<file path="config.mk">
export PLATFORM = sky130hd
export DESIGN_NAME = sdw_write_ctrl
export DESIGN_NICKNAME = d
export VERILOG_FILES = /design/src/rtl/sdw_pkg.sv /design/src/rtl/sdw_bank_timer.sv /design/src/rtl/sdw_burst_unit.sv /design/src/rtl/sdw_write_ctrl.sv
export SDC_FILE = /design/constraint.sdc
export NUM_CORES = 1
export LEC_CHECK = 0
export BUFFER_PORTS_ARGS = -buffer_cell sky130_fd_sc_hd__buf_2
export CORE_ASPECT_RATIO = 1.5
export CORE_MARGIN = 2
export CORE_UTILIZATION = 59
export DETAILED_ROUTE_END_ITERATION = 7
export GPL_ROUTABILITY_DRIVEN = 0
export PLACE_DENSITY = 0.76
export SLEW_MARGIN = 20
export SYNTH_ARGS = -nofsm -noshare
export SYNTH_HDL_FRONTEND = slang
export SYNTH_HIERARCHICAL = 1
export SYNTH_SLANG_ARGS = --single-unit
</file>
<file path="constraint.sdc">
create_clock -name clk_i -period 5.05 [get_ports clk_i]
set_input_delay 1.01 -clock clk_i [delete_from_list [all_inputs] [get_ports clk_i]]
set_output_delay 1.01 -clock clk_i [all_outputs]
set_load 0.05 [all_outputs]
</file>
<file path="src/rtl/sdw_pkg.sv">
package sdw_pkg;
  // {cs_n, ras_n, cas_n, we_n}
  typedef enum logic [3:0] {
    CMD_NOP = 4'b0111,
    CMD_ACT = 4'b0011,
    CMD_WR  = 4'b0100,
    CMD_PRE = 4'b0010
  } cmd_e;

  typedef enum logic [1:0] {
    S_IDLE,
    S_CMD,
    S_BURST
  } seq_state_e;
endpackage

</file>
<file path="src/rtl/sdw_bank_timer.sv">
module sdw_bank_timer #(
  parameter int ROW_W = 13,
  parameter int CNT_W = 5,
  parameter int BL    = 4,
  parameter int TRCD  = 2,
  parameter int TWR   = 2,
  parameter int TRP   = 3,
  parameter int TRAS  = 6
) (
  input  logic             clk_i,
  input  logic             rst_ni,
  input  logic             act_i,
  input  logic             wr_i,
  input  logic             ap_i,
  input  logic             pre_i,
  input  logic [ROW_W-1:0] row_i,
  output logic             open_o,
  output logic [ROW_W-1:0] row_o,
  output logic             wr_ok_o,
  output logic             pre_ok_o,
  output logic             act_ok_o
);
  // counters load N-1 when a command is registered onto the bus; zero means the dependent command may be decided
  localparam logic [CNT_W-1:0] LD_RCD = CNT_W'(TRCD - 1);
  localparam logic [CNT_W-1:0] LD_RAS = CNT_W'(TRAS - 1);
  localparam logic [CNT_W-1:0] LD_WR  = CNT_W'(BL + TWR - 2);
  localparam logic [CNT_W-1:0] LD_RP  = CNT_W'(TRP - 1);

  logic             open_q, ap_q;
  logic [ROW_W-1:0] row_q;
  logic [CNT_W-1:0] rcd_q, ras_q, wrr_q, rp_q;
  logic             ap_fire;

  // internal precharge starts once write recovery and row-active time both ran out
  assign ap_fire = ap_q && (wrr_q == '0) && (ras_q == '0);

  always_ff @(posedge clk_i or negedge rst_ni) begin
    if (!rst_ni) begin
      open_q <= 1'b0;
      ap_q   <= 1'b0;
      row_q  <= '0;
      rcd_q  <= '0;
      ras_q  <= '0;
      wrr_q  <= '0;
      rp_q   <= '0;
    end else begin
      rcd_q <= act_i ? LD_RCD : ((rcd_q != '0) ? rcd_q - CNT_W'(1) : '0);
      ras_q <= act_i ? LD_RAS : ((ras_q != '0) ? ras_q - CNT_W'(1) : '0);
      wrr_q <= wr_i  ? LD_WR  : ((wrr_q != '0) ? wrr_q - CNT_W'(1) : '0);
      rp_q  <= (pre_i || ap_fire) ? LD_RP : ((rp_q != '0) ? rp_q - CNT_W'(1) : '0);
      if (act_i) begin
        open_q <= 1'b1;
        row_q  <= row_i;
      end else if (wr_i && ap_i) begin
        open_q <= 1'b0;
        ap_q   <= 1'b1;
      end else if (pre_i) begin
        open_q <= 1'b0;
      end else if (ap_fire) begin
        ap_q <= 1'b0;
      end
    end
  end

  assign open_o   = open_q;
  assign row_o    = row_q;
  assign wr_ok_o  = open_q && (rcd_q == '0);
  assign pre_ok_o = open_q && (ras_q == '0) && (wrr_q == '0);
  assign act_ok_o = !open_q && !ap_q && (rp_q == '0);
endmodule

</file>
<file path="src/rtl/sdw_burst_unit.sv">
module sdw_burst_unit #(
  parameter int DQ_W       = 16,
  parameter int BL         = 4,
  parameter bit INTERLEAVE = 1'b0,
  localparam int BLW       = (BL > 1) ? $clog2(BL) : 1
) (
  input  logic [BL*DQ_W-1:0] data_i,
  input  logic [BLW-1:0]     start_i,
  input  logic [BLW-1:0]     beat_i,
  output logic [DQ_W-1:0]    word_o
);
  generate
    if (BL == 1) begin : g_single
      logic unused_w;
      assign unused_w = ^{start_i, beat_i};
      assign word_o   = data_i[DQ_W-1:0];
    end else begin : g_multi
      logic [BLW-1:0] idx;
      if (INTERLEAVE) begin : g_ilv
        assign idx = start_i ^ beat_i;
      end else begin : g_seq
        assign idx = start_i + beat_i; // wraps inside the aligned block
      end
      assign word_o = data_i[idx*DQ_W +: DQ_W];
    end
  endgenerate
endmodule

</file>
<file path="src/rtl/sdw_write_ctrl.sv">
module sdw_write_ctrl
  import sdw_pkg::*;
#(
  parameter int BA_W       = 2,
  parameter int ROW_W      = 13,
  parameter int COL_W      = 9,
  parameter int ADDR_W     = 13,
  parameter int AP_BIT     = 10,
  parameter int DQ_W       = 16,
  parameter int BL         = 4,
  parameter bit INTERLEAVE = 1'b0,
  parameter int TRCD       = 2,
  parameter int TWR        = 2,
  parameter int TRP        = 3,
  parameter int TRAS       = 6
) (
  input  logic               clk_i,
  input  logic               rst_ni,
  input  logic               req_valid_i,
  output logic               req_ready_o,
  input  logic [BA_W-1:0]    req_bank_i,
  input  logic [ROW_W-1:0]   req_row_i,
  input  logic [COL_W-1:0]   req_col_i,
  input  logic               req_ap_i,
  input  logic [BL*DQ_W-1:0] req_data_i,
  output logic [3:0]         cmd_o,
  output logic [BA_W-1:0]    ba_o,
  output logic [ADDR_W-1:0]  addr_o,
  output logic [DQ_W-1:0]    dq_o,
  output logic               dq_oe_o
);
  localparam int NB    = 1 << BA_W;
  localparam int BLW   = (BL > 1) ? $clog2(BL) : 1;
  localparam int CNT_W = $clog2(TRAS + TRP + BL + TWR + TRCD + 1);
  localparam logic [BLW-1:0] LAST_BEAT = BLW'(BL - 1);

  seq_state_e         state_q;
  logic [BA_W-1:0]    bank_q;
  logic [ROW_W-1:0]   row_q;
  logic [COL_W-1:0]   col_q;
  logic               ap_q;
  logic [BL*DQ_W-1:0] data_q;
  logic [BLW-1:0]     beat_q;

  cmd_e               cmd_q, nxt_cmd;
  logic [BA_W-1:0]    ba_q;
  logic [ADDR_W-1:0]  addr_q;
  logic [DQ_W-1:0]    dq_q;
  logic               oe_q;

  logic [NB-1:0]      open_w, wr_ok_w, pre_ok_w, act_ok_w;
  logic [ROW_W-1:0]   row_w [NB];
  logic               act_s, wr_s, pre_s, hit;
  logic [BLW-1:0]     beat_sel;
  logic [DQ_W-1:0]    word_w;

  generate
    for (genvar g = 0; g < NB; g++) begin : g_bank
      logic sel;
      assign sel = (bank_q == BA_W'(g));
      sdw_bank_timer #(
        .ROW_W(ROW_W), .CNT_W(CNT_W), .BL(BL),
        .TRCD(TRCD), .TWR(TWR), .TRP(TRP), .TRAS(TRAS)
      ) u_bank (
        .clk_i   (clk_i),
        .rst_ni  (rst_ni),
        .act_i   (act_s && sel),
        .wr_i    (wr_s && sel),
        .ap_i    (ap_q),
        .pre_i   (pre_s && sel),
        .row_i   (row_q),
        .open_o  (open_w[g]),
        .row_o   (row_w[g]),
        .wr_ok_o (wr_ok_w[g]),
        .pre_ok_o(pre_ok_w[g]),
        .act_ok_o(act_ok_w[g])
      );
    end
  endgenerate

  assign hit = open_w[bank_q] && (row_w[bank_q] == row_q);

  always_comb begin
    nxt_cmd = CMD_NOP;
    act_s   = 1'b0;
    wr_s    = 1'b0;
    pre_s   = 1'b0;
    if (state_q == S_CMD) begin
      if (hit) begin
        if (wr_ok_w[bank_q]) begin
          nxt_cmd = CMD_WR;
          wr_s    = 1'b1;
        end
      end else if (open_w[bank_q]) begin
        if (pre_ok_w[bank_q]) begin
          nxt_cmd = CMD_PRE;
          pre_s   = 1'b1;
        end
      end else if (act_ok_w[bank_q]) begin
        nxt_cmd = CMD_ACT;
        act_s   = 1'b1;
      end
    end
  end

  assign beat_sel = wr_s ? '0 : beat_q;

  sdw_burst_unit #(.DQ_W(DQ_W), .BL(BL), .INTERLEAVE(INTERLEAVE)) u_burst (
    .data_i (data_q),
    .start_i(BLW'(col_q)),
    .beat_i (beat_sel),
    .word_o (word_w)
  );

  always_ff @(posedge clk_i or negedge rst_ni) begin
    if (!rst_ni) begin
      state_q <= S_IDLE;
      bank_q  <= '0;
      row_q   <= '0;
      col_q   <= '0;
      ap_q    <= 1'b0;
      data_q  <= '0;
      beat_q  <= '0;
    end else begin
      case (state_q)
        S_IDLE: if (req_valid_i) begin
          bank_q  <= req_bank_i;
          row_q   <= req_row_i;
          col_q   <= req_col_i;
          ap_q    <= req_ap_i;
          data_q  <= req_data_i;
          state_q <= S_CMD;
        end
        S_CMD: if (wr_s) begin
          if (BL > 1) begin
            state_q <= S_BURST;
            beat_q  <= BLW'(1);
          end else begin
            state_q <= S_IDLE;
          end
        end
        S_BURST: begin
          if (beat_q == LAST_BEAT) begin
            state_q <= S_IDLE;
          end
          beat_q <= beat_q + BLW'(1);
        end
        default: state_q <= S_IDLE;
      endcase
    end
  end

  always_ff @(posedge clk_i or negedge rst_ni) begin
    if (!rst_ni) begin
      cmd_q  <= CMD_NOP;
      ba_q   <= '0;
      addr_q <= '0;
      dq_q   <= '0;
      oe_q   <= 1'b0;
    end else begin
      cmd_q <= nxt_cmd;
      ba_q  <= bank_q;
      case (nxt_cmd)
        CMD_ACT: addr_q <= ADDR_W'(row_q);
        CMD_WR:  addr_q <= ADDR_W'(col_q) | (ADDR_W'(ap_q) << AP_BIT);
        default: addr_q <= '0;
      endcase
      if (wr_s || state_q == S_BURST) begin
        dq_q <= word_w;
        oe_q <= 1'b1;
      end else begin
        dq_q <= '0;
        oe_q <= 1'b0;
      end
    end
  end

  assign req_ready_o = (state_q == S_IDLE);
  assign cmd_o       = cmd_q;
  assign ba_o        = ba_q;
  assign addr_o      = addr_q;
  assign dq_o        = dq_q;
  assign dq_oe_o     = oe_q;
endmodule

</file>
# Yosys cells after proc, flatten, opt, wreduce, memory -nomap -nowiden
# Index checks and enable logic that the tools add are counted.
# W data, S select, Z words.
# op_classes
addsub,18
n_mul,0
div,0
n_lt_le_gt_ge,2
n_eq_ne,16
n_shift,1
n_mux,94
n_bitwise,6
n_reduce_logical,108
# op_table
cell,count
$mux W5,32
$logic_not A5 Y1,16
$reduce_bool A5 Y1,16
$sub A5 B1 Y5 const B,16
$shiftx A64 B7 Y16,1
$logic_and A1 B1 Y1,45
$mux W1,40
$bmux W13 S2,1
$mux W13,2
$pmux W13 S2,1
$mux W16,1
$reduce_and A3 Y1,5
$ne A2 B2 Y1 const B,7
$eq A13 B13 Y1,1
$mux W2,6
$mux W4,3
$reduce_bool A3 Y1,4
$or A9 B11 Y11,1
$reduce_bool A2 Y1,5
$bmux W1 S2,4
$eq A2 B2 Y1 const B,4
$logic_not A1 Y1,8
$mux W3,2
$pmux W2 S3,1
other kinds (13),23
# word_totals
regBits,269
latch_bits,0
ramBits,0
romBits,0
word_cells,285
memories,0

# Longest topological paths before layout
# Gate-level depths: netlist of the first run.
# logic_depth
ltp_word,13
mapped_depth,15
mapped_depth_nobuf,13

# Modules after synthesis
# The synthesis of the first run kept the hierarchy.
# modules_own_cells
mod,instances,cells_per_inst,area_each_um2,seq_area_each_um2
sdw_bank_timer,4,123,1515.2,875.8
sdw_write_ctrl,1,381,5393.9,3206.8
sdw_burst_unit,1,21,478.0,0.0

# Least setup slack after synthesis of the first run
# No wires, ideal clock.
# synth_timing
kind,reg2reg
startpoint,reg bank_q[0]
endpoint,reg dq_q[14] (netlist: dq_o[14])
setup_ps,128
arrival_time_ps,3847
t_required_ps,4922
path_slack_ps,1074
stages_incl_launch_ff,13
path_buffers,4
synth_period_minus_slack_ps,3976
path_cell_list,dfrtp_1 -> buf_6 -> mux4_2 -> xor2_1 -> or4_4 -> or4_4 -> buf_6 -> and2_1 -> ha_1 -> buf_2 -> buf_2 -> mux4_1 -> a21boi_2
# synth_between
elab_chain_cells,12
elab_cells_between_ends,18
cone_classes,add/sub: 1; eq/ne: 1; shift: 1; mux: 12; bitwise: 1; reduce/logical: 2
# synth_rtl
element,line_no,source
start: declaration,sdw_write_ctrl.sv:38,logic [BA_W-1:0] bank_q;
start signal: assignment,sdw_write_ctrl.sv:127,bank_q <= req_bank_i;
$not A2 Y3 (not written as such),sdw_write_ctrl.sv:81,assign hit = open_w[bank_q] && (row_w[bank_q] == row_q);
$bmux W13 S2,sdw_write_ctrl.sv:81,
$mux W13 (not written as such) (2 in a row),sdw_write_ctrl.sv:81,
$eq A13 B13 Y1,sdw_write_ctrl.sv:81,
$logic_and A1 B1 Y1,sdw_write_ctrl.sv:81,
$mux W1 (*),sdw_write_ctrl.sv:89,if (hit) begin
$mux W1 (*),sdw_write_ctrl.sv:88,if (state_q == S_CMD) begin
$mux W2 (*),sdw_write_ctrl.sv:106,assign beat_sel = wr_s ? '0 : beat_q;
named net beat_sel[0],sdw_write_ctrl.sv:54,logic [BLW-1:0] beat_sel;
$add A2 B2 Y2 (*),sdw_burst_unit.sv:22,assign idx = start_i + beat_i;
$shiftx A64 B7 Y16 (*),sdw_burst_unit.sv:24,assign word_o = data_i[idx*DQ_W +: DQ_W];
named net word_w[14],sdw_write_ctrl.sv:55,logic [DQ_W-1:0] word_w;
$mux W16 (*),sdw_write_ctrl.sv:168,if (wr_s || state_q == S_BURST) begin
end signal: assignment,sdw_write_ctrl.sv:169,dq_q <= word_w;
end: declaration,sdw_write_ctrl.sv:48,logic [DQ_W-1:0] dq_q;
# The timed path passes the listed nets; every way through them passes the cells marked *. The select of a mux whose other input is x is not followed.
# A chain may end at the register's enable or synchronous reset.

# Worst setup path in the final report of the first run
# layout_timing
startpoint,reg bank_q[1]
endpoint,reg dq_q[6] (netlist: dq_o[6])
# The elaborated chain is that of the path after synthesis.

==> results of run 1 <==
## power by group
| part | switching [mW] | internal [mW] |
|---|---|---|
| registers | 0.665 | 2.99 |
| clock network | 0.822 | 1.15 |
| logic | 1.17 | 1.47 |
## metal layers
metal	wire length, um	up-vias
met3	1340	38
met5	13	-
met1	9350	3697
met2	12000	140
met4	504	2
li1	-	3402
## cell type report
type / count / area, sq um / area share (%)
inverters: 53 / 199 / 1.45
repair buffers: 139 / 752 / 5.49
multi-input cells: 533 / 4850 / 35.3
flip-flops and latches: 268 / 6710 / 48.9
well taps: 260 / 325 / 2.37
clock inverters: 11 / 121 / 0.885
clock buffers: 35 / 756 / 5.51
## kinds of logic after synthesis
group | Yosys count
DFF | 268
and+or+nand+nor | 206
muxes | 163
AOI/OAI and AO/OA | 112
buffers and inverters | 93
xor gates and xnor gates | 33
adders and majority gates | 18
other | 1
## Yosys cell counts (all sizes together)
library cell / n
o211ai: 4
nor4b: 8
a31oi: 1
o2bb2ai: 4
nand4: 3
nand2: 31
mux2: 130
or4: 2
and3: 4
nand3b: 4
a21boi: 16
inv: 53
nor3b: 4
clkbuf: 21
or2: 4
a31o: 9
ha: 18
buf: 19
o22a: 1
and2: 11
a21oi: 25
nor4: 3
xnor2: 29
nand2b: 35
nand3: 5
o21a: 1
xor2: 3
dfstp: 3
o21bai: 24
o21ai: 27
nor2: 40
xnor3: 1
nor2b: 1
nor3: 51
conb: 1
dfrtp: 265
mux4: 33
## registers in the layout (all words and copies together) (netlist names), 16 cells and up
| register | count |
|---|---|
| dq_o | 16 |
| data_q | 64 |
| g_bank.u_bank/rp_q | 20 |
| g_bank.u_bank/row_o | 52 |
| g_bank.u_bank/wrr_q | 20 |
| g_bank.u_bank/ras_q | 20 |
| g_bank.u_bank/rcd_q | 20 |
## critical path, cell delays in order (launching register included)
cell and delay [ps]:
dfrtp_1 790, mux4_2 490, o21ai_0 150, or4_4 560
or4_4 820, and2_1 270, ha_1 280, buf_4 290
mux4_1 600, a21boi_0 140
## stage by stage
step                utilization, %  area, sq um  setup slack, ps
CTS                           69.3        13700              462
detailed placement            64.9        12800              482
global route                  69.3        13700              290
global placement              64.8        12800              625
floorplan                        -        11900             1070
finish                        69.3        13700              477
## path summary, 6_finish.rpt
path | start | endpoint | slack [ps]
max | bank_q[1]$_DFFE_PN0P_ | dq_o[6]$_DFF_PN0_ | 480
min | g_bank[2].u_bank/wrr_q[0]$_DFF_PN0_ | g_bank[2].u_bank/wrr_q[0]$_DFF_PN0_ | 450
max reg2reg | bank_q[1]$_DFFE_PN0P_ | dq_o[6]$_DFF_PN0_ | 480
min reg2reg | g_bank[2].u_bank/wrr_q[0]$_DFF_PN0_ | g_bank[2].u_bank/wrr_q[0]$_DFF_PN0_ | 450
max in group asynchronous | rst_ni | addr_o[4]$_DFF_PN0_ | 3490
min in group asynchronous | rst_ni | g_bank[0].u_bank/rcd_q[3]$_DFF_PN0_ | 480
==> results by stage, run 1 <==
Timing:
- The final critical path time including I/O delays and setup is 4570 ps.
- The worst pin sits at a relative slew slack of 30.2%.
- Final hold analysis gives a worst-case slack of 449 ps.
- The final number of hold-violating endpoints is 0.
- For the final database, setup skew stands at 11.5 ps.
- The final worst-path cycle share is 90.6%.
- Setup repair after global routing left no endpoint under its margin.
- Setup violations remaining at the end of the flow were counted as 0.
- The number of pins exceeding their max-slew limit in the final report is 0.
- The sum of negative setup slack is 0 ps.
- The maximum achievable frequency is 0.219 GHz.
- The transition time of the tightest slew-check pin is 1050 ps.

Placed design:
- Detailed placement finished with a half-perimeter wire length of 15500 um.
- The count of buffers added on input and output ports is 127.
- The number of cells after detailed placement is 1253.

Routing:
- The final layout contains routed wiring with a total length of 23200 um.
- The wire length per cell is 17.9 um.
- After detailed routing, the number of remaining DRC violations is 0.
- The vias per cell is 5.60.
- The via count of the routed design is 7279.
- The remaining antenna violation count is 0.
- The first detailed-routing pass ran for 4 iterations.
- After the first detailed-routing iteration, the DRC count stood at 454.

Global routing:
- The largest net degree at the start of global routing is 93.
- Global routing consumed, over all layers together, 22.7% of the routing resources.
- Global routing consumed, on the met3 layer, 5.43% of the routing resources.
- The initial antenna violation count is 1.
- The number of global-route vias before repair came to 7726.
- The busiest layer in global routing is met2.
- The global-route wire length before repair is 38500 um.
- The met2 usage is 39.7%.
- In the global route stage, met1 resource usage came out at 28.1%.
- The aggregate global routing overflow is 0.

Synthesis:
- After Yosys synthesis, XOR and XNOR cells account for 2.55% of the synthesized area.
- The synthesized area is 0.0119 sq mm.
- The post-synthesis cell type count is 49.
- After synthesis, the cell types taking the most area are dfrtp_1, mux2_2, mux4_1.
- The most area-hungry cell type in the Yosys netlist is dfrtp_1.
- After synthesis, the largest family of logic cells by area is multiplexers.
- The multiplexer fraction of the synthesized cell area is 19.0%.
- The synthesis warning total is 6.
- The part of the Yosys area used for sequential elements is 56.2%.
- The number of nets handed over by synthesis was 1004.
- In this run the biggest area consumer among cell types represents 55.6% of the synthesized area.
- Synthesis handed over a netlist of 894 instances.
- The fraction of the mapped netlist area in compound gates is 6.86%.
- The number of synthesized register bits is 268.
- The mean instance size in the synthesized netlist is 13.3 sq um.
- Summing the areas of all and, or, nand and nor instances in the mapped netlist gives 10.0% of the synthesized area.
- Of the total synthesized cell area, the portion taken by full adders, half adders and majority gates is 1.89%.

Critical path:
- For the worst flop-to-flop path, the logic depth is 9.
- The arrival time reported for the critical path endpoint is 4940 ps.
- The sort of element at the start of the critical path is a flop.
- For the worst setup path, the data required time is 5420 ps.
- The top fanout value on the critical path is 38.
- The category of the critical setup timing path is reg2reg.
- The worst setup path is captured at a flop.

Clock tree:
- The clock net in this run drives a total of 268 sinks.
- The number of clock buffers added by TritonCTS is 26.
- The post-CTS setup repair buffer count is 0.
- Clock-pin slew was measured on the worst setup and hold paths at 70 ps.
- After clock tree synthesis, the flow added hold-fix buffers numbering 0.
- The number of gates resized after CTS is 0.
- The total number of H-tree levels is 1.
- The clock reaches the later pin of the worst-skew pair after 540 ps.
- TritonCTS built the clock tree.
- The largest buffer count on any clock path is 3.
- The root buffer cell chosen for the clock tree is clkbuf_16.

Worst hold path:
- Along the worst hold path, the cell count comes to 1.
- The type of the worst min-delay path is reg2reg.

Power and ir drop:
- The total design power is 8.27 mW.
- The power density over cell area is 603 mW/mm^2.
- Across the VDD grid, the largest voltage drop is 0.000366 V.
- The leakage power is 6.28 nW.

Outcome:
- The flow ran to the end, and the final reports show no timing, DRC or antenna violations.

Job:
- The number of maximum-capacitance violations is 0.

Floorplan:
- The die is 178 um tall.
- The number of core rows is 63.
- The overall die area is 0.0214 sq mm.
- The initial core utilization is 60.3%.
- The total area inside the core boundary comes to 0.0198 sq mm.
- The floorplan step set the die width to 120 um.
- During I/O placement, the number of pins put on the boundary was 129.

Cells and area:
- Leaving out fill and tap cells, the most frequent cells in the layout are dfrtp_1, mux2_2, buf_2.
- The number of filler cells placed in the layout is 1379.
- The area added between synthesis and finish is 14.9%.
- Leaving out fill and tap cells, the most frequent cell in the layout is dfrtp_1.
- The filler-free cell count of the finished design is 1299.
- In the final layout, the share of cells above drive strength 1 is 36.8%.
- The number of inserted diodes is 0.
- In the final design database the tool counted 1131 nets.
(Power assumes the default switching activity.)
==> run 2: changes to the inputs <==
==> constraint.sdc (replaced) <==
create_clock -name clk_i -period 4.7 [get_ports clk_i]
set_input_delay 0.94 -clock clk_i [delete_from_list [all_inputs] [get_ports clk_i]]
set_output_delay 0.94 -clock clk_i [all_outputs]
set_load 0.05 [all_outputs]
==> results by stage, run 2 (synthesis gave the netlist of run 1 again) <==
Outcome:
- The flow ran to the end, and the final reports show no timing, DRC or antenna violations.

Routing:
- The top metal layer carrying routed signals is met5.
- The via count of the routed design is 7333 (+0.74%).
- The wire length on met2 is 12500 um (+4.4%).
- The remaining antenna violation count was 0 (unchanged).
- The total detailed-routing wirelength is 23400 um (+1.1%).
- The met1 routed wirelength after detailed routing is 9010 um (-3.6%).
- The DRC violation count after routing is 0 (unchanged).
- The vias per cell came to 5.61 (+0.20%).
- The violation count after the first detailed-routing iteration is 285 (-37%).
- The wire length per cell is 18.0 um (+0.52%).
- The number of detailed-route iterations in the first pass is 4 (unchanged).
- The wire length on met3 is 1360 um (+1.7%).

Critical path:
- The critical path ends at dq_o[13]$_DFF_PN0_.
- The arrival time reported for the critical path endpoint is 4550 ps (-390 ps).
- In this run the critical register-to-register path is launched from bank_q[0]$_DFFE_PN0P_.
- The critical path goes through mux4_2 > xor2_1 > or4_4 > or4_4 > and2_1 > ha_1 > buf_4 > mux4_1 > a21boi_0.
- The critical path's most frequent cell is or4_4.
- The top fanout value on the critical path is 16 (-58%).
- The worst endpoint required time is 5060 ps (-360 ps).
- The minimum setup slack among reg-to-reg paths came to 510 ps (+30 ps).
- The slowest cell on the critical path is dfrtp_1.
- In this run the worst setup path begins at bank_q[0]$_DFFE_PN0P_.
- The type of destination of the critical path is a flop.
- The terminus of the critical flop-to-flop path is dq_o[13]$_DFF_PN0_.
- The sort of element at the start of the critical path is a flop.
- The largest stage delay on the critical path is 640 ps (-180 ps).
- The critical path is of the reg2reg type.
- The worst reg-to-reg path cell count is 9 (unchanged).

Cells and area:
- The number of filler cells placed in the layout is 1410 (+2.2%).
- The number of flip-flops under the largest register name is 64 (unchanged).
- The count of nets after finishing is 1138 (+0.62%).
- The combined flip-flop and latch cell area is 0.00671 sq mm (unchanged).
- The summed area of non-filler cells in the final layout is 0.0138 sq mm (+0.36%).
- The area of the multi-input gates is 0.00484 sq mm (-0.13%).
- The utilization of the core after routing was 69.5% (+0.25 points).
- The filler-free cell count of the finished design is 1306 (+0.54%).
- The layout cell share with drive strength beyond 1 came to 37.1% (+0.33 points).
- In the layout the commonest cells are dfrtp_1, mux2_2, buf_2.
- The register with the highest flop count is data_q.
- The area added between synthesis and finish is 15.3%.
- The number of inserted diodes is 0 (unchanged).
- The library cell used most frequently in the layout, excluding fill and tap cells, is dfrtp_1.

Timing:
- The number of pins exceeding their max-slew limit in the final report is 0 (unchanged).
- The post-route clock skew is 8.97 ps (-2.57 ps).
- The final count of negative-setup-slack endpoints is 0 (unchanged).
- The final number of hold-violating endpoints is 0 (unchanged).
- The transition time of the tightest slew-check pin is 1040 ps (-7.13 ps).
- Setup repair after global routing left no endpoint under its margin.
- The worst slew slack as a fraction of its limit is 30.4% (+0.22 points).
- The final worst-path cycle share is 89.1% (-1.4 points).
- The sum of negative setup slack is 0 ps (unchanged).
- The final critical path time including I/O delays and setup is 4190 ps (-384 ps).
- The maximum achievable frequency is 0.239 GHz (+9.2%).

Clock tree:
- The total number of H-tree levels is 1 (unchanged).
- The worst-skew pair later-pin latency is 520 ps (-20 ps).
- TritonCTS built the clock tree.
- The clock-pin slew on the worst setup and hold paths is 60 ps (about the same).
- The hold buffer count at cts came to 0 (unchanged).
- The number of gates resized after CTS is 0 (unchanged).
- The cell sitting at the root of the clock tree is a clkbuf_16.
- The post-CTS setup repair buffer count is 0 (unchanged).
- The number of clock sinks seen by CTS is 268 (unchanged).
- The clock buffer count from CTS is 26 (unchanged).
- The largest buffer count on any clock path came to 3 (unchanged).

Floorplan:
- The overall die area is 0.0214 sq mm (unchanged).
- The area of the core is 0.0198 sq mm (unchanged).
- The overall die width is 120 um (unchanged).
- The top-level I/O count is 129 (unchanged).
- The die extent in y is 178 um (unchanged).
- The number of core rows came to 63 (unchanged).
- The initial core utilization came to 60.3% (unchanged).

Job:
- The number of maximum-capacitance violations is 0 (unchanged).

Placed design:
- The quantity of I/O buffers inserted on ports is 127 (unchanged).
- The post-place instance area was 0.0129 sq mm (+0.23%).
- The detailed placer's ending HPWL is 16200 um (+4.5%).
- The number of cells after detailed placement is 1260 (+0.56%).

Worst hold path:
- The worst hold path belongs to the class in2async.

Global routing:
- The aggregate global routing overflow is 0 (unchanged).
- The initial antenna violation count came to 1 (unchanged).
- The global-route wire length before repair is 39400 um (+2.5%).
- The largest net degree at the start of global routing was 130 (+40%).
- The number of global-route vias before repair is 7961 (+3.0%).
- The overall global routing resource usage came to 23.0% (+0.30 points).

Power and ir drop:
- The power density over cell area is 649 mW/mm^2 (+7.6%).
- The leakage power is 6.32 nW (+0.52%).
- The maximum vdd drop is 0.000399 V (+8.9%).
run 2: worst min-delay path by stage:
stage	startpoint	endpoint	slack, ps
floorplan	bank_q[1]$_DFFE_PN0P_	ba_o[1]$_DFF_PN0_	350
global route	g_bank[2].u_bank/wrr_q[0]$_DFF_PN0_	g_bank[2].u_bank/wrr_q[0]$_DFF_PN0_	460
CTS	g_bank[2].u_bank/wrr_q[0]$_DFF_PN0_	g_bank[2].u_bank/wrr_q[0]$_DFF_PN0_	450
finish	rst_ni	g_bank[1].u_bank/rcd_q[3]$_DFF_PN0_	450
detailed placement	g_bank[2].u_bank/wrr_q[0]$_DFF_PN0_	g_bank[2].u_bank/wrr_q[0]$_DFF_PN0_	440
global placement	g_bank[2].u_bank/wrr_q[0]$_DFF_PN0_	g_bank[2].u_bank/wrr_q[0]$_DFF_PN0_	430
run 2: layout make-up:
class	instances	share of cell area (%)
inverters	53	1.45
repair buffers	146	5.73
clock buffers	34	5.32
well taps	260	2.36
multi-input cells	533	35.2
flip-flops and latches	268	48.8
clock inverters	12	1.20
run 2: where the power goes:
part	internal (mW)	switching, mW	total (mW)
sequential	3.21	0.723	3.93
clock	1.31	0.858	2.17
combinational	1.59	1.24	2.83
run 2: layer usage:
metal | global-route usage (%) | vias to the layer above
met4 | 6.62 | 2
li1 | - | 3412
met3 | 5.34 | 45
met5 | 0 | -
met1 | 26.8 | 3714
met2 | 42.1 | 160
run 2: worst max-delay path, delay by kind of cell (launching register included):
family | cells | cell delay (ps)
multiplexers | 2 | 1170
AND/OR/NAND/NOR | 3 | 1360
AO/OA/AOI/OAI | 1 | 150
XOR/XNOR | 1 | 150
buffers and inverters | 1 | 280
adder cells (fa/ha/maj) | 1 | 270
flip-flops | 1 | 640
run 2: through the flow:
step / hold WS [ps] / setup WS [ps] / total power [mW]
floorplan: 352 / 724 / 6.07
global placement: 434 / 566 / 6.64
detailed placement: 439 / 511 / 6.81
CTS: 448 / 475 / 9.03
global route: 464 / 332 / 9.50
finish: 446 / 511 / 8.93
==> run 3: changes to the inputs <==
--- a/config.mk
+++ b/config.mk
@@ -8,12 +8,12 @@
 export BUFFER_PORTS_ARGS = -buffer_cell sky130_fd_sc_hd__buf_2
 export CORE_ASPECT_RATIO = 1.5
 export CORE_MARGIN = 2
-export CORE_UTILIZATION = 59
+export CORE_UTILIZATION = 53
 export DETAILED_ROUTE_END_ITERATION = 7
 export GPL_ROUTABILITY_DRIVEN = 0
-export PLACE_DENSITY = 0.76
+export HOLD_SLACK_MARGIN = 0.08
+export PLACE_DENSITY = 0.72
 export SLEW_MARGIN = 20
 export SYNTH_ARGS = -nofsm -noshare
 export SYNTH_HDL_FRONTEND = slang
-export SYNTH_HIERARCHICAL = 1
 export SYNTH_SLANG_ARGS = --single-unit
==> constraint.sdc (replaced) <==
create_clock -name clk_i -period 3.8 [get_ports clk_i]
set_input_delay 0.76 -clock clk_i [delete_from_list [all_inputs] [get_ports clk_i]]
set_output_delay 0.76 -clock clk_i [all_outputs]
set_load 0.05 [all_outputs]
==> results by stage, run 3 <==
Synthesis:
- The synthesis warning total came to 0 (-6).
- The part of the Yosys area used for sequential elements is 53.8% (-2.4 points).
- The share of synthesized flip-flops with an asynchronous set or reset is 100% (unchanged).
- The commonest cells after synthesis are dfrtp_1, mux2_2, nand2_1.
- By area the synthesized netlist is led by dfrtp_1, mux2_2, nand2_1.
- The cell with the most instances after synthesis is dfrtp_1.
- The most area-hungry cell type in the Yosys netlist is dfrtp_1.
- The number of synthesized register bits was 268 (unchanged).
- The fraction of post-synthesis cell area in the top cell type by area is 53.2% (-2.4 points).
- The post-synthesis cell type count is 55 (+12%).
- The number of cells produced by synthesis came to 1071 (+20%).
- The synthesized area came to 0.0125 sq mm (+4.4%).
- The count of flip-flops with a built-in enable after synthesis is 0 (unchanged).
- The post-synthesis net count came to 1197 (+19%).
- The mean instance size in the synthesized netlist is 11.6 sq um (-13%).
- The most used flip-flop cell after synthesis is dfrtp_1.

Clock tree:
- The worst-skew pair later-pin latency is 540 ps (+20 ps).
- The number of clock sinks seen by CTS is 268 (unchanged).
- The total number of H-tree levels was 1 (unchanged).
- The post-CTS setup repair buffer count came to 0 (unchanged).
- The hold buffer count at cts is 0 (unchanged).
- The number of gates resized after CTS came to 0 (unchanged).
- The cell chosen for the clock root is clkbuf_16.
- The largest buffer count on any clock path came to 3 (unchanged).
- TritonCTS built the clock tree.
- The clock-pin slew on the worst setup and hold paths is 70 ps (about the same).
- The clock buffer count from CTS is 26 (unchanged).

Power and ir drop:
- The fraction of power spent switching nets is 35.3% (+3.7 points).
- The proportion of power drawn by flip-flops and latches is 40.6% (-3.4 points).
- The cell internal power dissipation is 8.05 mW (+32%).
- The maximum vdd drop was 0.000652 V (+63%).
- The leakage power came to 6.69 nW (+6.0%).
- The combinational fraction of design power is 36.9% (+5.2 points).
- The net load switching power is 4.40 mW (+56%).
- The clock network power share came to 22.5% (-1.8 points).
- The power density over cell area is 854 mW/mm^2 (+32%).

Timing:
- The final number of hold-violating endpoints is 0 (unchanged).
- The number of pins exceeding their max-slew limit in the final report was 0 (unchanged).
- Setup repair after global routing left no endpoint under its margin.
- The transition time of the tightest slew-check pin is 910 ps (-130 ps).
- The maximum achievable frequency is 0.287 GHz (+20%).
- The final critical path time including I/O delays and setup is 3490 ps (-702 ps).
- The worst slew slack as a fraction of its limit is 39.1% (+8.7 points).
- The post-route clock skew is 16.8 ps (+7.80 ps).
- The sum of negative setup slack is 0 ps (unchanged).
- The final worst-path cycle share came to 91.8% (+2.6 points).
- The final count of negative-setup-slack endpoints is 0 (unchanged).
- The final setup slack of the worst path is 312 ps (-198 ps).

Routing:
- The wire length on met3 is 1650 um (+21%).
- The remaining antenna violation count is 0 (unchanged).
- The wire length per cell is 17.4 um (-3.0%).
- The number of detailed-route iterations in the first pass is 4 (unchanged).
- The vias per cell is 5.51 (-1.9%).
- The violation count after the first detailed-routing iteration is 420 (+47%).
- Routed signal wires occupy layers up through met4.
- The wire length on met2 was 14100 um (+13%).
- The via count of the routed design is 8489 (+16%).
- The DRC violation count after routing is 0 (unchanged).
- The met1 routed wirelength after detailed routing is 10500 um (+16%).
- The total detailed-routing wirelength came to 26800 um (+15%).

Floorplan:
- The number of core rows is 68 (+7.9%).
- The top-level I/O count is 129 (unchanged).
- The area of the core came to 0.0231 sq mm (+17%).
- The overall die width is 129 um (+7.6%).
- The overall die area was 0.0248 sq mm (+16%).
- The die extent in y came to 192 um (+7.7%).
- The initial core utilization was 54.1% (-6.3 points).

Cells and area:
- The count of nets after finishing is 1332 (+17%).
- The area added between synthesis and finish is 16.9%.
- The library cells used most frequently in the layout, excluding fill and tap cells, are dfrtp_1, mux2_2, nand2_1.
- The register with the highest flop count is data_q.
- The combined flip-flop and latch cell area is 0.00671 sq mm (unchanged).
- The number of flip-flops under the largest register name is 64 (unchanged).
- The area of the multi-input gates is 0.00539 sq mm (+11%).
- The number of filler cells placed in the layout came to 1816 (+29%).
- The layout cell share with drive strength beyond 1 came to 31.2% (-5.9 points).
- The number of inserted diodes is 0 (unchanged).
- The most frequent standard cell in the layout excluding fill and tap cells is dfrtp_1.

Critical path:
- The minimum setup slack among reg-to-reg paths is 310 ps (-200 ps).
- The top fanout value on the critical path is 32 (+16).
- The arrival time reported for the critical path endpoint is 3900 ps (-650 ps).
- STA classifies the critical path startpoint as a flop.
- The worst endpoint required time is 4220 ps (-840 ps).
- The critical path is of the reg2reg type.
- The worst setup path is captured at a flop.

Placed design:
- The quantity of I/O buffers inserted on ports came to 127 (unchanged).
- The post-place setup slack is 347 ps (-164 ps).
- The detailed placer's ending HPWL is 18200 um (+12%).

Global routing:
- The global-route wire length before repair is 45000 um (+14%).
- The number of global-route vias before repair was 8976 (+13%).
- The aggregate global routing overflow was 0 (unchanged).
- The initial antenna violation count is 0 (-1).
- The largest net degree at the start of global routing is 93 (-28%).
- The overall global routing resource usage was 22.6% (-0.37 points).

Worst hold path:
- The min-delay analysis places its worst path in the category in2async.

Outcome:
- The flow ran to the end, and the final reports show no timing, DRC or antenna violations.

Job:
- The number of maximum-capacitance violations is 0 (unchanged).
==> run 3: changes by cell type after synthesis, sizes merged, moves of 22 or more <==
cell,change
o21bai,-22
clkbuf,+22
nand2b,-30
mux4,-24
mux2i,+37
nand2,+114
==> run 3: area by class of cell <==
cell class                      instances  area share, %
Multi-Input combinational cell        705           37.0
Inverter                               43           1.11
Sequential cell                       268           46.1
Clock buffer                           32           4.90
Tap cell                              315           2.70
Clock inverter                         16           1.56
Timing Repair Buffer                  162           6.66
==> run 3: cells by family after synthesis <==
| kind of cell | synth area share, % |
|---|---|
| and+or+nand+nor | 11.9 |
| DFF | 53.8 |
| buffers and inverters | 3.27 |
| xor gates and xnor gates | 2.74 |
| other | 0.0301 |
| AOI/OAI and AO/OA | 6.72 |
| muxes | 18.1 |
| adders and majority gates | 3.41 |
==> run 3: final timing paths <==
check,from,end,cells after the start
setup / recovery,bank_q[1]$_DFFE_PN0P_,dq_o[7]$_DFF_PN0_,12
hold / removal,rst_ni,addr_o[2]$_DFF_PN0_,1
setup reg to reg,bank_q[1]$_DFFE_PN0P_,dq_o[7]$_DFF_PN0_,12
hold reg to reg,g_bank[3].u_bank.wrr_q[0]$_DFF_PN0_,g_bank[3].u_bank.wrr_q[0]$_DFF_PN0_,1
max in group asynchronous,rst_ni,cmd_o[0]$_DFF_PN1_,2
min in group clk_i,g_bank[3].u_bank.wrr_q[0]$_DFF_PN0_,g_bank[3].u_bank.wrr_q[0]$_DFF_PN0_,1
==> run 3: through the flow <==
step | hold WS [ps] | area (sq um) | utilization (%) | total power [mW] | std cells
after floorplan | 349 | 12500 | - | 8.44 | 1071
after global placement | 439 | 13600 | 59.1 | 9.50 | 1493
after detailed placement | 446 | 13600 | 59.1 | 9.69 | 1493
after CTS | 257 | 14600 | 63.2 | 12.6 | 1541
after global routing | 286 | 14600 | 63.2 | 13.3 | 1541
final | 224 | 14600 | 63.2 | 12.5 | 1541
==> run 3: worst max-delay path, cell delays in order (launching register included) <==
cell      delay, ps
dfrtp_1         610
buf_4           290
mux2i_1         230
mux2i_1         220
a21oi_1         100
a2111o_1        500
nor3_4          240
nor2b_1          80
ha_1            320
buf_12          220
mux2_2          370
nand2_1          80
mux2i_1          80
==> run 3: per-layer routing <==
layer  track usage, %  up-vias
met2             40.4      199
met3             5.32       51
li1                 -     4006
met4             6.65        0
met1             27.0     4233
met5                0        -
==> run 3: power groups by stage <==
stage               combinational, mW  sequential, mW  clock, mW
detailed placement               4.61            5.09          0
floorplan                        3.52            4.92          0
CTS                              4.65            5.06       2.87
global placement                 4.45            5.05          0
finish                           4.59            5.06       2.80
global route                     5.12            5.23       2.98
